`src/rtl/rst_sup_pkg.sv`:
```
package rst_sup_pkg;
  typedef enum int {
    SRC_SUPPLY = 0,
    SRC_MANUAL = 1,
    SRC_WDOG   = 2
  } src_e;

  localparam int NUM_SRC = 3;

  function automatic int cnt_width(input int n);
    return (n > 1) ? $clog2(n) : 1;
  endfunction
endpackage

```
`src/rtl/rst_sup_sync.sv`:
```
module rst_sup_sync #(
  parameter int WIDTH = 3,
  parameter int STAGES = 2,
  parameter logic [WIDTH-1:0] RST_VAL = '1
) (
  input  logic             clk_i,
  input  logic             rst_ni,
  input  logic [WIDTH-1:0] d_i,
  output logic [WIDTH-1:0] q_o
);
  logic [WIDTH-1:0] stage_q [STAGES];

  for (genvar s = 0; s < STAGES; s++) begin : g_stage
    if (s == 0) begin : g_first
      always_ff @(posedge clk_i or negedge rst_ni) begin
        if (!rst_ni) stage_q[0] <= RST_VAL;
        else         stage_q[0] <= d_i;
      end
    end else begin : g_next
      always_ff @(posedge clk_i or negedge rst_ni) begin
        if (!rst_ni) stage_q[s] <= RST_VAL;
        else         stage_q[s] <= stage_q[s-1];
      end
    end
  end

  assign q_o = stage_q[STAGES-1];

  if (STAGES > 1) begin : g_chk
    assert_sync_delay_R1: assert property (@(posedge clk_i) disable iff (!rst_ni)
      q_o == $past(stage_q[STAGES-2]));
  end
endmodule

```
`src/rtl/rst_sup_hold_timer.sv`:
```
module rst_sup_hold_timer
  import rst_sup_pkg::*;
#(
  parameter int HOLD_CYCLES = 10_000_000
) (
  input  logic               clk_i,
  input  logic               rst_ni,
  input  logic [NUM_SRC-1:0] src_active_i,
  output logic               asserted_o,
  output logic               busy_o
);
  localparam int CNT_W = cnt_width(HOLD_CYCLES);
  localparam int LEN_W = CNT_W + 1;
  localparam logic [CNT_W-1:0] LAST = CNT_W'(HOLD_CYCLES - 1);
  localparam logic [LEN_W-1:0] MIN_LEN = LEN_W'(HOLD_CYCLES);

  logic             any_act;
  logic             rst_q;
  logic [CNT_W-1:0] cnt_q;

  assign any_act = |src_active_i;

  always_ff @(posedge clk_i or negedge rst_ni) begin
    if (!rst_ni) begin
      rst_q <= 1'b1;
      cnt_q <= '0;
    end else if (any_act) begin
      rst_q <= 1'b1;
      cnt_q <= '0;
    end else if (rst_q) begin
      if (cnt_q == LAST) begin
        rst_q <= 1'b0;
        cnt_q <= '0;
      end else begin
        cnt_q <= cnt_q + CNT_W'(1);
      end
    end
  end

  assign asserted_o = rst_q;
  assign busy_o     = rst_q & ~any_act;

  // assertion-only: length of current assertion, saturating
  logic [LEN_W-1:0] len_q;
  always_ff @(posedge clk_i or negedge rst_ni) begin
    if (!rst_ni)               len_q <= '0;
    else if (!rst_q)           len_q <= '0;
    else if (len_q != '1)      len_q <= len_q + LEN_W'(1);
  end

  assert_src_forces_rst_R1: assert property (@(posedge clk_i) disable iff (!rst_ni)
    any_act |=> rst_q);

  assert_supply_clears_R4: assert property (@(posedge clk_i) disable iff (!rst_ni)
    src_active_i[int'(SRC_SUPPLY)] |=> (cnt_q == '0));

  assert_min_width_R3: assert property (@(posedge clk_i) disable iff (!rst_ni)
    $fell(rst_q) |-> (len_q >= MIN_LEN));

  assert_cnt_bound_R3: assert property (@(posedge clk_i) disable iff (!rst_ni)
    cnt_q <= LAST);

  assert_busy_start_R8: assert property (@(posedge clk_i) disable iff (!rst_ni)
    $rose(busy_o) |-> (cnt_q == '0));
endmodule

```
`src/rtl/rst_sup_pol.sv`:
```
module rst_sup_pol #(
  parameter bit ACTIVE_HIGH = 1'b0
) (
  input  logic asserted_i,
  output logic rst_o
);
  if (ACTIVE_HIGH) begin : g_hi
    assign rst_o = asserted_i;
  end else begin : g_lo
    assign rst_o = ~asserted_i;
  end
endmodule

```
`src/rtl/rst_supervisor.sv`:
```
module rst_supervisor
  import rst_sup_pkg::*;
#(
  parameter int HOLD_CYCLES = 10_000_000,
  parameter int SYNC_STAGES = 2,
  parameter bit ACTIVE_HIGH = 1'b0
) (
  input  logic clk_i,
  input  logic rst_ni,
  input  logic supply_ok_i,
  input  logic man_rst_ni,
  input  logic wdog_req_ni,
  output logic sys_rst_o,
  output logic hold_busy_o
);
  logic [NUM_SRC-1:0] raw_act;
  logic [NUM_SRC-1:0] sync_act;
  logic               asserted;

  // all sources mapped to active-high before synchronizing
  always_comb begin
    raw_act                   = '0;
    raw_act[int'(SRC_SUPPLY)] = ~supply_ok_i;
    raw_act[int'(SRC_MANUAL)] = ~man_rst_ni;
    raw_act[int'(SRC_WDOG)]   = ~wdog_req_ni;
  end

  rst_sup_sync #(
    .WIDTH  (NUM_SRC),
    .STAGES (SYNC_STAGES),
    .RST_VAL({NUM_SRC{1'b1}})
  ) u_sync (
    .clk_i (clk_i),
    .rst_ni(rst_ni),
    .d_i   (raw_act),
    .q_o   (sync_act)
  );

  rst_sup_hold_timer #(
    .HOLD_CYCLES(HOLD_CYCLES)
  ) u_timer (
    .clk_i       (clk_i),
    .rst_ni      (rst_ni),
    .src_active_i(sync_act),
    .asserted_o  (asserted),
    .busy_o      (hold_busy_o)
  );

  rst_sup_pol #(
    .ACTIVE_HIGH(ACTIVE_HIGH)
  ) u_pol (
    .asserted_i(asserted),
    .rst_o     (sys_rst_o)
  );

  assert_manual_held_R5: assert property (@(posedge clk_i) disable iff (!rst_ni)
    (sync_act[int'(SRC_MANUAL)] && $past(sync_act[int'(SRC_MANUAL)])) |-> asserted);

  assert_busy_quiet_R8: assert property (@(posedge clk_i) disable iff (!rst_ni)
    hold_busy_o |-> (sync_act == '0));
endmodule

```
`config.mk`:
```
export PLATFORM = sky130hd
export DESIGN_NAME = rst_supervisor
export DESIGN_NICKNAME = d
export VERILOG_FILES = /design/src/rtl/rst_sup_pkg.sv /design/src/rtl/rst_sup_sync.sv /design/src/rtl/rst_sup_hold_timer.sv /design/src/rtl/rst_sup_pol.sv /design/src/rtl/rst_supervisor.sv
export SDC_FILE = /design/constraint.sdc
export NUM_CORES = 1
export LEC_CHECK = 0
export BUFFER_PORTS_ARGS = -buffer_cell sky130_fd_sc_hd__buf_2
export CORE_MARGIN = 2
export CORE_UTILIZATION = 25
export CTS_BUF_LIST = sky130_fd_sc_hd__clkbuf_8
export DETAILED_ROUTE_END_ITERATION = 10
export GPL_TIMING_DRIVEN = 0
export PLACE_DENSITY = 0.52
export REMOVE_ABC_BUFFERS = 1
export SLEW_MARGIN = 20
export SYNTH_ARGS = -nofsm -noshare
export SYNTH_HDL_FRONTEND = slang
export SYNTH_HIERARCHICAL = 1
export SYNTH_SLANG_ARGS = --single-unit
```
`constraint.sdc`:
```
create_clock -name clk_i -period 1.95 [get_ports clk_i]
set_input_delay 0.39 -clock clk_i [delete_from_list [all_inputs] [get_ports clk_i]]
set_output_delay 0.39 -clock clk_i [all_outputs]
set_load 0.02 [all_outputs]
```
Word level (Yosys, flattened, before mapping)
Index checks and enable logic that the tools add are counted.

operators by class
  eq/ne operators = 1
  bitwise gates (word level) = 6
  add/subtract/negate cells = 1
  reductions and logical operators = 2
  muxes and demuxes = 6

operators by type and width
  operator                                                         number
  24-bit 2-to-1 mux                                                3
  24-bit by 1-bit adder with 24-bit output, second input constant  1
  24-bit == test, second input constant                            1
  1-bit inverter                                                   5
  1-bit 2-to-1 mux                                                 3
  3-bit OR reduction                                               1
  2-bit nonzero test                                               1
  1-bit AND                                                        1

storage, ports and cells
  flip-flop bits (word level) = 31
  logic and storage cells = 20

Longest topological paths before layout
  word-level depth = 4
  gate-level depth with buffers = 8

Hierarchy
The synthesis kept the hierarchy.

by module, submodules not included
  module              cells an instance  area an instance (um2)  sequential area each (um2)  instances
  rst_sup_hold_timer  165                1,465.2                 626.9                       1
  rst_sup_sync        9                  180.2                   157.7                       1
  rst_supervisor      3                  11.3                    0.0                         1
  rst_sup_pol         1                  3.8                     0.0                         1

Least setup slack after synthesis
OpenSTA, ideal clock, no wires.

  path kind = reg2reg
  from = register u_sync.stage_q (netlist bit u_sync/q_o[1])
  to = register u_timer.cnt_q[10]
  cell stages (with the launch flop) = 9
  path slack = -0.139 ns
  setup time = 0.082 ns
  required time = 1.868 ns
  arrival time = 2.007 ns
  path buffers = 3
  period minus slack after synthesis = 2.089 ns
  cells stage by stage = dfstp_2 buf_4 or3_1 nor2_1 a21boi_2 buf_6 buf_2 a21oi_1 a31oi_1

between the ends
  cells in the longest elaborated chain, start to end = 2

RTL lines
  item                                                     RTL line                  text
  from (decl)                                              rst_sup_sync.sv:11        logic [WIDTH-1:0] stage_q [STAGES];
  from (signal, indexed assignment)                        rst_sup_sync.sv:22        else stage_q[s] <= stage_q[s-1];
  3-bit OR reduction *                                     rst_sup_hold_timer.sv:21  assign any_act = |src_active_i;
  24-bit 2-to-1 mux or 2-bit nonzero test (tied branches)  -
  to (signal assigned)                                     rst_sup_hold_timer.sv:35  cnt_q <= cnt_q + CNT_W'(1);
  to (decl)                                                rst_sup_hold_timer.sv:19  logic [CNT_W-1:0] cnt_q;

Every way passes the cells marked *; elsewhere a longest branch is shown, timed or not.
A chain may end at the register's enable or synchronous reset.

Final worst setup path
  from = register u_timer.cnt_q[7]
  to = register u_timer.cnt_q[18]

between the ends
  cells in the longest elaborated chain, start to end = 4

RTL lines
  item                                                                        RTL line                                            text
  24-bit by 1-bit adder with 24-bit output or 24-bit == test (tied branches)  rst_sup_hold_timer.sv:35, rst_sup_hold_timer.sv:31
  24-bit 2-to-1 mux *                                                         rst_sup_hold_timer.sv:31                            if (cnt_q == LAST) begin
  24-bit 2-to-1 mux *                                                         rst_sup_hold_timer.sv:30                            end else if (rst_q) begin
  24-bit 2-to-1 mux *                                                         rst_sup_hold_timer.sv:27                            end else if (any_act) begin

Every way passes the cells marked *; elsewhere a longest branch is shown, timed or not. The select of a mux whose other input is x is not followed.

==> results.cfg <==
[run_status]
run_status = complete, but fails checks
violations = negative setup slack

[timing]
timing_max_transition_violations_final = 0
unrepaired_setup_endpoints_after_global_routing = yes
slew-limit-headroom_pct = 53.12
finalHoldViolCount = 0
setup_slack_ps = -34.43
min_tclk_post_route_ps = 1984
layout_worst_path_cycle_share_pct = 101.8
tightestPinTransition_ps = 703.2
fmax_mhz = 503.9
post_route_clock_skew_ps = 8.807
timing.final.setup_violations = 4
setup-tns-final_ps = -83.09

[logic_synthesis]
synth_compound_area_share_pct = 16.20
post_synth_adder_cell_area_pct = 0.7536
post_synth_and_or_nand_nor_area_fraction_pct = 27.35
synth_ff_type = sky130_fd_sc_hd__dfrtp_1
yosys.area.top_type_share_pct = 36.17
async_reset_ff_share_pct = 100.0
synth_cell_types = 42
ys_top_cells_by_count = sky130_fd_sc_hd__dfrtp_1, sky130_fd_sc_hd__nand2_1, sky130_fd_sc_hd__a31oi_1
yosysSeqAreaShare_pct = 47.25
synthesis.area_per_instance_um2 = 9.328
synth-xor-area-share_pct = 1.055
yosys-top-cells-area = sky130_fd_sc_hd__dfrtp_1, sky130_fd_sc_hd__dfstp_2, sky130_fd_sc_hd__a31oi_1
yosysTopAreaCell = sky130_fd_sc_hd__dfrtp_1
synthesis.area_um2 = 1660
synth-seq-cells = 31
synth_top_family_by_area = simple AND/OR/NAND/NOR gates
ys_warn_count = 6
synth_enable_flop_cells = 0
syn_inst = 178
synth.area.mux_share_pct = 1.281

[job]
timing.max_cap.violations = 0

[power_and_ir_drop]
p_switching_mw = 0.2796
p_seq_share_pct = 51.8
power.density_nw_per_um2 = 608.1
power.clock.fraction_pct = 43.8
irDropWorstVdd_mv = 0.4752
intPower_mw = 0.9925
sw_share_pct = 21.98
combinationalPowerShare_pct = 4.4
p_leak_nw = 0.8664

[placement]
placedInstanceArea_um2 = 1715
gp_congestion = 0.7270
io_buffer_count = 6
post-dp-hpwl_um = 2331
detailedPlace.worstSlack_ps = -398.2
numPlacedInstances = 249

[finish]
finalNetCount = 203
final_util_pct = 32.76
stdcell_area_um2 = 2092
area_added_between_synthesis_and_finish_pct = 26.00
final_layout_size_suffix_gt1_share_pct = 29.80
instances_no_fill = 275
antennaDiodeCount = 0

[floorplanning]
fp.dieH_um = 85.50
fp-row-count = 29
die_w_um = 85.50
top_level_ports = 7
initial_cell_density_of_the_core_pct = 26.00
floorplan_core_area_um2 = 6386
die_area_um2 = 7309

[drt]
drcViolationCount = 0
wl_per_cell_um = 15.20
antenna_violating_nets_left = 0
vias_per_cell = 5.295
vias = 1456
drt_first_iter_violations = 86
drt_wl_total_um = 4179
drtPass1Iterations = 4

[worst_setup_path]
critical_path.slowest_cell = sky130_fd_sc_hd__or4b_4
critPathKind = reg -> reg
r2r.worst_path.cells = 7
sort_of_element_at_the_end_of_the_critical_path = flop
cpPeakStageDelay_ps = 550
regToRegEndpoint = u_timer/cnt_q[18]
cp-start-kind = flop
worstPathMaxFanout = 4
setup.reg_to_reg.worst_slack_ps = -30
critical_path_required_ps = 2090
worstPathCellList = or4b_4, nor4_4, buf_4, a21boi_4, buf_6, a41oi_2, a31oi_1
worstSetupStartpoint = u_timer/cnt_q[7]
worstReg2RegStart = u_timer/cnt_q[7]
critPathCapture = u_timer/cnt_q[18]
data_arrival_time_of_the_worst_path_ps = 2120

[clock_tree]
cts-htree-levels = 2
cts-root-buf = sky130_fd_sc_hd__clkbuf_8
cts-buffers-inserted = 5
ctsHoldBuffers = 0
clock_pin_slew_worst_setup_and_hold_paths_ps = 70
number_of_buffers_on_the_longest_clock_path = 2
worstSkewPairLatency_ps = 290
clock-sinks = 31
tritoncts = yes

[grt]
global_route_wire_length_before_repair_um = 6900
antenna_found_initial = 0
grt_start_max_net_pins = 32
grt_pass1_vias = 1389
grt-ovfl-total = 0
total_routing_usage_gr_pct = 11.97

[worst_hold_path]
min-delay-path-class = in -> async
## worst min-delay path by stage
stage | start | to | slack [ps]
floorplan | rst_ni | u_timer/cnt_q[0] | 90
global placement | u_sync/stage_q[4] | u_sync/q_o[1] | 350
detailed placement | u_sync/stage_q[4] | u_sync/q_o[1] | 350
CTS | rst_ni | u_timer/cnt_q[18] | 180
global route | supply_ok_i | u_sync/stage_q[3] | 190
finish | rst_ni | u_timer/cnt_q[18] | 150
## cells in the final DEF (no fill, tap or decap), drive strengths merged
master	synthesis	final
o21ai	5	5
mux2i	1	1
nand4b	2	2
nor2	10	10
buf	7	21
nand2b	2	2
dfrtp	24	24
nor3	4	4
ha	1	1
inv	6	7
a21o	1	1
clkbuf	5	7
and4b	1	1
nand2	24	24
nand4	9	9
nor4b	1	1
a21oi	10	10
or4b	2	2
mux2	1	1
and2	6	6
dfstp	7	7
or3	2	2
a31oi	16	16
nand3	12	12
a41oi	5	5
and4	1	1
and3	3	3
a21boi	1	4
or2b	1	1
nor4	2	2
o211ai	2	2
xor2	2	2
a22oi	1	1
a22o	1	1
## routing by layer
metal,GRT usage (%),up-vias,wire [µm]
met5,0,-,0
met4,4.762,0,63
met3,2.599,5,196
met2,18.68,34,1969
met1,16.19,719,1949
li1,-,698,-
## stage by stage
stage | hold WS, ps | power (mW)
after floorplan | 94.41 | 0.6877
after global placement | 345.7 | 0.7107
after detailed placement | 347.5 | 0.7111
after CTS | 178.3 | 1.287
after global routing | 194.3 | 1.330
final | 147.1 | 1.272
## cell type report
type / instances / area [µm²]
repair buffers: 21 / 153.9
clock buffers: 7 / 96.34
inverters: 6 / 22.52
multi-input cells: 132 / 930.9
clock inverters: 1 / 3.754
well taps: 77 / 96.34
flip-flops and latches: 31 / 788.3
fillers: 669 / 4294
## power by group through the flow
stage	combinational, mW	clock (mW)	sequential, mW
CTS	0.0543	0.573	0.659
finish	0.0554	0.557	0.659
global route	0.0619	0.609	0.659
detailed placement	0.0407	0	0.670
global placement	0.0407	0	0.670
floorplan	0.0181	0	0.670
## kinds of logic (layout without fill, tap and decap cells)
family,Yosys count,after routing
AO/OA/AOI/OAI,42,45
XOR/XNOR,2,2
buffers and inverters,18,35
AND/OR/NAND/NOR,82,82
flip-flops,31,31
adder cells (fa/ha/maj),1,1
multiplexers,2,2
## registers in the layout (all words and copies together), names as in the netlist
register	cells
u_timer/cnt_q	24
u_sync/q_o	3
u_sync/stage_q	3
u_timer/asserted_o	1
## worst max-delay path, delay by kind of cell (launching register included)
kind	cells	cell delay, ps
AND/OR/NAND/NOR	2	830
flip-flops	1	410
buffers and inverters	2	310
AO/OA/AOI/OAI	3	290
## repair_timing
action,4_1_cts,5_1_grt
resized for setup,18,10
pin swaps,3,4
endpoints found under the setup margin,23,21
buffers inserted,9,6
cloned,3,0
(Power assumes the default switching activity.)
